### src/rtl/swt_pkg.sv
package swt_pkg;
  typedef struct packed {
    logic eos;
    logic eos_n;
    logic early;
    logic last;
  } swt_marks_t;

  localparam swt_marks_t SWT_MARKS_IDLE = '{eos: 1'b0, eos_n: 1'b1, early: 1'b0, last: 1'b0};
endpackage

### src/rtl/swt_port_ctr.sv
module swt_port_ctr #(
  parameter int PW = 5
) (
  input  logic          clk,
  input  logic          rst,
  input  logic          slot_stb,
  input  logic [PW-1:0] limit_raw,
  output logic [PW-1:0] port_cnt,
  output logic          wrap,
  output logic          hit
);
  localparam logic [PW-1:0] ONE = PW'(1);

  logic [PW-1:0] limit_eff;
  logic [PW-1:0] port_nxt;

  // a zero setting would never match the counter, so it becomes one
  assign limit_eff = (limit_raw == '0) ? ONE : limit_raw;

  always_comb begin
    wrap     = slot_stb && (port_cnt >= limit_eff);
    port_nxt = wrap ? ONE : port_cnt + ONE;
    hit      = slot_stb && (port_nxt == limit_eff);
  end

  always_ff @(posedge clk) begin
    if (rst) begin
      port_cnt <= '0;
    end else if (slot_stb) begin
      port_cnt <= port_nxt;
    end
  end
endmodule

### src/rtl/swt_word_ctr.sv
module swt_word_ctr #(
  parameter int WW        = 5,
  parameter int WORD_LAST = 29
) (
  input  logic          clk,
  input  logic          rst,
  input  logic          adv,
  output logic [WW-1:0] word_cnt,
  output logic [WW-1:0] word_nxt
);
  localparam logic [WW-1:0] LAST_W = WW'(WORD_LAST);

  always_comb begin
    word_nxt = word_cnt;
    if (adv) begin
      word_nxt = (word_cnt == LAST_W) ? '0 : word_cnt + WW'(1);
    end
  end

  always_ff @(posedge clk) begin
    if (rst) begin
      word_cnt <= '0;
    end else begin
      word_cnt <= word_nxt;
    end
  end
endmodule

### src/rtl/swt_mark_gen.sv
module swt_mark_gen
  import swt_pkg::*;
#(
  parameter int WW         = 5,
  parameter int EARLY_WORD = 23,
  parameter int FINAL_WORD = 29
) (
  input  logic          clk,
  input  logic          rst,
  input  logic          hit,
  input  logic [WW-1:0] word_nxt,
  output swt_marks_t    marks
);
  localparam logic [WW-1:0] EARLY_W = WW'(EARLY_WORD);
  localparam logic [WW-1:0] FINAL_W = WW'(FINAL_WORD);

  swt_marks_t marks_d;

  // decode against the word value that will be shown next to the mark
  always_comb begin
    marks_d.eos   = hit;
    marks_d.eos_n = ~hit;
    marks_d.early = hit && (word_nxt == EARLY_W);
    marks_d.last  = hit && (word_nxt == FINAL_W);
  end

  always_ff @(posedge clk) begin
    if (rst) begin
      marks <= SWT_MARKS_IDLE;
    end else begin
      marks <= marks_d;
    end
  end
endmodule

### src/rtl/swt_scan_timer.sv
module swt_scan_timer
  import swt_pkg::*;
#(
  parameter int PW         = 5,
  parameter int WW         = 5,
  parameter int WORD_LAST  = 29,
  parameter int EARLY_WORD = 23,
  parameter int FINAL_WORD = 29
) (
  input  logic          clk,
  input  logic          rst,
  input  logic          slot_stb,
  input  logic [PW-1:0] ports_in_use,
  output logic [PW-1:0] port_cnt,
  output logic [WW-1:0] word_cnt,
  output logic          eos,
  output logic          eos_n,
  output logic          w24_stb,
  output logic          w29_eos_stb
);
  logic          wrap;
  logic          hit;
  logic [WW-1:0] word_nxt;
  swt_marks_t    marks;

  swt_port_ctr #(.PW(PW)) u_port (
    .clk       (clk),
    .rst       (rst),
    .slot_stb  (slot_stb),
    .limit_raw (ports_in_use),
    .port_cnt  (port_cnt),
    .wrap      (wrap),
    .hit       (hit)
  );

  swt_word_ctr #(.WW(WW), .WORD_LAST(WORD_LAST)) u_word (
    .clk      (clk),
    .rst      (rst),
    .adv      (wrap),
    .word_cnt (word_cnt),
    .word_nxt (word_nxt)
  );

  swt_mark_gen #(.WW(WW), .EARLY_WORD(EARLY_WORD), .FINAL_WORD(FINAL_WORD)) u_mark (
    .clk      (clk),
    .rst      (rst),
    .hit      (hit),
    .word_nxt (word_nxt),
    .marks    (marks)
  );

  assign eos         = marks.eos;
  assign eos_n       = marks.eos_n;
  assign w24_stb     = marks.early;
  assign w29_eos_stb = marks.last;
endmodule

### config.mk
export PLATFORM = sky130hd
export DESIGN_NAME = swt_scan_timer
export DESIGN_NICKNAME = d
export VERILOG_FILES = /design/src/rtl/swt_pkg.sv /design/src/rtl/swt_port_ctr.sv /design/src/rtl/swt_word_ctr.sv /design/src/rtl/swt_mark_gen.sv /design/src/rtl/swt_scan_timer.sv
export SDC_FILE = /design/constraint.sdc
export NUM_CORES = 1
export LEC_CHECK = 0
export BUFFER_PORTS_ARGS = -buffer_cell sky130_fd_sc_hd__buf_2
export CORE_UTILIZATION = 38
export CTS_CLUSTER_DIAMETER = 150
export DETAILED_ROUTE_END_ITERATION = 16
export PLACE_DENSITY = 0.67
export SLEW_MARGIN = 20
export SYNTH_ARGS = -nofsm -noshare
export SYNTH_HDL_FRONTEND = slang
export SYNTH_SLANG_ARGS = --single-unit
### constraint.sdc
create_clock -name clk -period 2.8 [get_ports clk]
set_input_delay 0.42 -clock clk [delete_from_list [all_inputs] [get_ports clk]]
set_output_delay 0.42 -clock clk [all_outputs]
set_load 0.1 [all_outputs]
==> flow_summary.toml, run 1 <==
[run_status]
status = "completed"

[setup_path]
crit_path_start_kind = "primary input"
cp-end-kind = "register"
path_max_fanout = 6
required_ps = 3000
arrival_ps = 2750
crit_type = "primary input to register"

[logic_synthesis]
yosysSeqAreaShare_pct = 27.90
yosysWarnings = 0
synthTopCellsByArea = "dfxtp_1, ha_1, nor2_1"
synthDominantCellAreaShare_pct = 27.90
ys_ff_latch = 14
synthFlopType = "dfxtp_1"
synthCells = 123
netlist_area_um2 = 1005
avgSynthCellArea_um2 = 8.168
yosys.area.top_type = "dfxtp_1"
syn_nets = 139
synthDistinctLibCells = 43
synth_edf_count = 0
async_reset_ff_share_pct = 0

[clocking]
cts.sink_count = 14
cts_buffer_depth = 2
cts_tree = "built"
clkLatencyLatePin_ps = 280
numCtsBuffers = 3
clk_pin_slew_worst_paths_ps = 80
h-tree-depth = 1
clockRootBuffer = "clkbuf_4"
post_cts_resized = 0
cts_hold_buf = 0
postCtsSetupBuffers = 0

[drt]
drt-total-wl_mm = 2.524
num_vias = 1013
drt-pass1-iter-count = 5
drt_iter0_drc = 32
drcViolationCount = 0
postRouteAntennaNets = 0
vias_per_cell = 5.756
post_drt_wl_per_cell_um = 14.34

[cells_and_area]
antenna_cells = 0
areaGrowthSynthToFinish_pct = 18.18
layout_commonest_cell = "buf_2"
drive_above_1_share_pct = 26.71
stdcell_count = 176
final_area_um2 = 1187
nets = 163
final_cell_mix = "buf_2, nor2_1, dfxtp_1"

[global_route]
grt_antenna_before_repair = 0
grt_overflow_total = 0
grt_pass1_wl_mm = 3.905
grt_max_degree = 15
grt_pass1_vias = 851
track_usage_pct = 19.55

[flow_run]
cap_violations = 0

[floorplan]
start_util_pct = 40.56
ios = 22
die_h_um = 53.42
fp.dieArea_um2 = 2854
core_um2 = 2477
die_width_um = 53.42
rows = 18

[timing]
fin_worst_skew_ps = 0.6031
post-route-period-util_pct = 91.09
hold_violations = 0
slew_violations = 0
max_freq_mhz = 392.1
setup_violations = 0
worst_pin_slew_ps = 532.3
period_minus_slack_ps = 2551
relSlewSlack_pct = 64.48
whs_ps = 461.1
rsz0062_at_grt = "false"

[power_and_ir_drop]
ir_worst_vdd_uv = 200.1
finalPower_uw = 439.1
total_leakage_power_uw = 0.0004957
power_density_nw_per_um2 = 369.8

[placement]
place_area_um2 = 1151
place_congestion = 0.8970
place_inst = 172
io_buffers = 21
dp_hpwl_mm = 1.860

[hold_path]
hp-class = "primary input to register"
kinds of logic after synthesis:
kind of cell               Yosys count  synth area share, %
and+or+nand+nor                     47                26.53
buffers and inverters               14                5.978
DFF                                 14                27.90
xor gates and xnor gates             3                2.616
adders and majority gates            8                9.963
muxes                                2                2.117
AOI/OAI and AO/OA                   35                24.91
power breakdown:
part / switching, uW / total (uW) / internal (uW)
sequential: 4.73 / 207 / 202
clock: 67.3 / 146 / 79.2
combinational: 58.3 / 85.4 / 27.1
total: 130 / 439 / 309
synth_stat cells (3+ instances only):
library cell   n
xnor2_1        3
o21ai_0        7
nor4_1         3
and3_1         3
clkbuf_1       5
nor2_1        13
a21oi_1        9
nor2b_1        4
a31oi_1        3
inv_1          8
dfxtp_1       14
ha_1           8
nand2_1        8
registers in the layout, indices dropped and copies added, names as in the netlist:
name and flops:
u_mark.marks 4, u_word.word_cnt 5, u_port.port_cnt 5
path summary, 6_finish.rpt:
check,slack (ps),start,depth (start not counted),end
min,460,rst,2,u_port.port_cnt[2]
min reg2reg,500,u_port.port_cnt[0],1,u_port.port_cnt[0]
max reg2reg,460,u_port.port_cnt[4],7,u_mark.marks[1]
max,250,ports_in_use[4],11,u_mark.marks[1]
metrics by stage:
stage	TNS (ps)	util [%]	worst slack [ps]
floorplan	0	-	79.78
global placement	0	46.46	107.2
detailed placement	-39.36	46.46	-28.01
CTS	0	47.93	267.1
global route	0	47.93	76.34
finish	0	47.93	249.4
per-layer routing:
layer / global-route usage [%] / up-vias / part of all wire (%)
met5: 0 / - / 0
met3: 4.023 / 8 / 6.9
li1: - / 501 / -
met1: 22.71 / 455 / 43
met2: 32.92 / 49 / 48
met4: 10.53 / 0 / 2.4
area by class of cell:
type,instances,area [um2]
well taps,30,37.54
clock buffers,4,36.28
flip-flops and latches,14,284.0
multi-input cells,95,664.4
repair buffers,25,135.1
fillers,267,1290
inverters,8,30.03
critical path, stage by stage:
cell and delay (ps):
buf_2 130, nor4_1 310, nor2_1 130, inv_1 70, ha_1 210, nor2b_1 110
o21ai_1 120, a31o_1 280, a2111oi_4 330, o2111ai_1 300, nor4b_2 330
(Power assumes the default switching activity.)
==> run 2: changes to the inputs <==
--- a/config.mk
+++ b/config.mk
@@ -5,11 +5,12 @@
 export SDC_FILE = /design/constraint.sdc
 export NUM_CORES = 1
 export LEC_CHECK = 0
-export BUFFER_PORTS_ARGS = -buffer_cell sky130_fd_sc_hd__buf_2
 export CORE_UTILIZATION = 38
+export CTS_BUF_LIST = sky130_fd_sc_hd__clkbuf_8 sky130_fd_sc_hd__clkbuf_16
 export CTS_CLUSTER_DIAMETER = 150
 export DETAILED_ROUTE_END_ITERATION = 16
-export PLACE_DENSITY = 0.67
+export DONT_BUFFER_PORTS = 1
+export PLACE_DENSITY = 0.6
 export SLEW_MARGIN = 20
 export SYNTH_ARGS = -nofsm -noshare
 export SYNTH_HDL_FRONTEND = slang
==> flow_summary.toml, run 2 (synthesis results as in run 1) <==
[drt]
drt-total-wl_mm = 2.378
postRouteAntennaNets = 0
num_vias = 969
drt-pass1-iter-count = 4
drcViolationCount = 0
drt_iter0_drc = 19
post_drt_wl_per_cell_um = 14.59
vias_per_cell = 5.945

[global_route]
grt_pass1_vias = 912
grt_pass1_wl_mm = 4.008
grt_antenna_before_repair = 0
track_usage_pct = 19.56
grt_overflow_total = 0
grt_max_degree = 16

[cells_and_area]
final_cell_mix = "nor2_1, buf_4, dfxtp_1"
reg_top3 = "u_port.port_cnt: 5 flops, u_word.word_cnt: 5 flops, u_mark.marks: 4 flops"
areaGrowthSynthToFinish_pct = 16.81
nets = 150
layout_commonest_cell = "nor2_1"
antenna_cells = 0
fin_util_pct = 47.37
final_area_um2 = 1174
drive_above_1_share_pct = 19.55

[setup_path]
path_max_fanout = 6
required_ps = 2940
crit_family = "compound AO/OA/AOI/OAI gates"
crit_type = "primary input to register"
slowest_stage = "a2111oi_4"
cp-end-kind = "register"
crit_path_max_incr_delay_ps = 340
crit_path_start_kind = "primary input"
critPathBufInv = 1
path_cells = "nor4_1, nor2_1, inv_1, ha_1, nor2b_1, o21ai_1, a31o_1, a2111oi_4, o2111ai_1, or2_1"
arrival_ps = 2580

[timing]
period_minus_slack_ps = 2448
setup_violations = 0
fin_worst_skew_ps = 1.206
hold_violations = 0
worst_pin_slew_ps = 936.1
relSlewSlack_pct = 37.51
slew_violations = 0
fin_setup_tns_ps = 0
max_freq_mhz = 408.5
whs_ps = 232.8
post-route-period-util_pct = 87.43
rsz0062_at_grt = "false"

[power_and_ir_drop]
power_density_nw_per_um2 = 409.5
total_leakage_power_uw = 0.0004543
ir_worst_vdd_uv = 316.9

[floorplan]
ios = 22
core_um2 = 2477
start_util_pct = 40.56
die_h_um = 53.42
fp.dieArea_um2 = 2854
rows = 18
die_width_um = 53.42

[clocking]
clkLatencyLatePin_ps = 250
numCtsBuffers = 3
h-tree-depth = 1
postCtsSetupBuffers = 0
cts_hold_buf = 0
post_cts_resized = 0
clockRootBuffer = "clkbuf_8"
cts_tree = "built"
cts.sink_count = 14
cts_buffer_depth = 2
clk_pin_slew_worst_paths_ps = 60

[placement]
dp_hpwl_mm = 1.787
place_congestion = 0.9863
place_area_um2 = 1119
io_buffers = 0

[flow_run]
cap_violations = 0

[hold_path]
hp-class = "primary input to register"

[run_status]
status = "completed"
==> run 2: area by class of cell <==
cell class | instances | area, um2
Multi-Input combinational cell | 95 | 664.4
Tap cell | 30 | 37.54
Fill cell | 269 | 1304
Clock buffer | 4 | 55.05
Inverter | 8 | 30.03
Sequential cell | 14 | 284.0
Timing Repair Buffer | 12 | 102.6
==> run 2: per-stage QoR <==
| step | setup WS [ps] | cells | total power, uW |
|---|---|---|---|
| after floorplan | 79.78 | 123 | 275.3 |
| after global placement | 194.6 | 159 | 284.9 |
| after detailed placement | 123.7 | 159 | 286.1 |
| after CTS | 377.9 | 163 | 486.2 |
| after global routing | 230.8 | 163 | 505.2 |
| final | 351.9 | 163 | 480.6 |
==> run 2: report_power, final <==
part	switching [uW]	internal, uW	leakage [uW]	total [uW]
sequential	6.47	203	0.000115	209
combinational	46.7	25.8	0.000311	72.6
clock	74.2	125	0.0000288	199
total	127	353	0.000454	481
==> run 2: final timing paths <==
kind / cells after the start / slack, ps / start / endpoint
setup / recovery: 10 / 350 / ports_in_use[4] / u_mark.marks[2]
hold / removal: 1 / 230 / rst / u_port.port_cnt[2]
setup reg to reg: 8 / 430 / u_port.port_cnt[0] / u_mark.marks[1]
hold reg to reg: 1 / 490 / u_port.port_cnt[0] / u_port.port_cnt[0]
==> run 2: layer usage <==
layer / routed length, um / share of wire [%] / global-route usage (%)
met2: 1122 / 47 / 28.75
met5: 0 / 0 / 0
met4: 36 / 1.5 / 9.649
met3: 153 / 6.4 / 6.609
met1: 1066 / 45 / 24.96
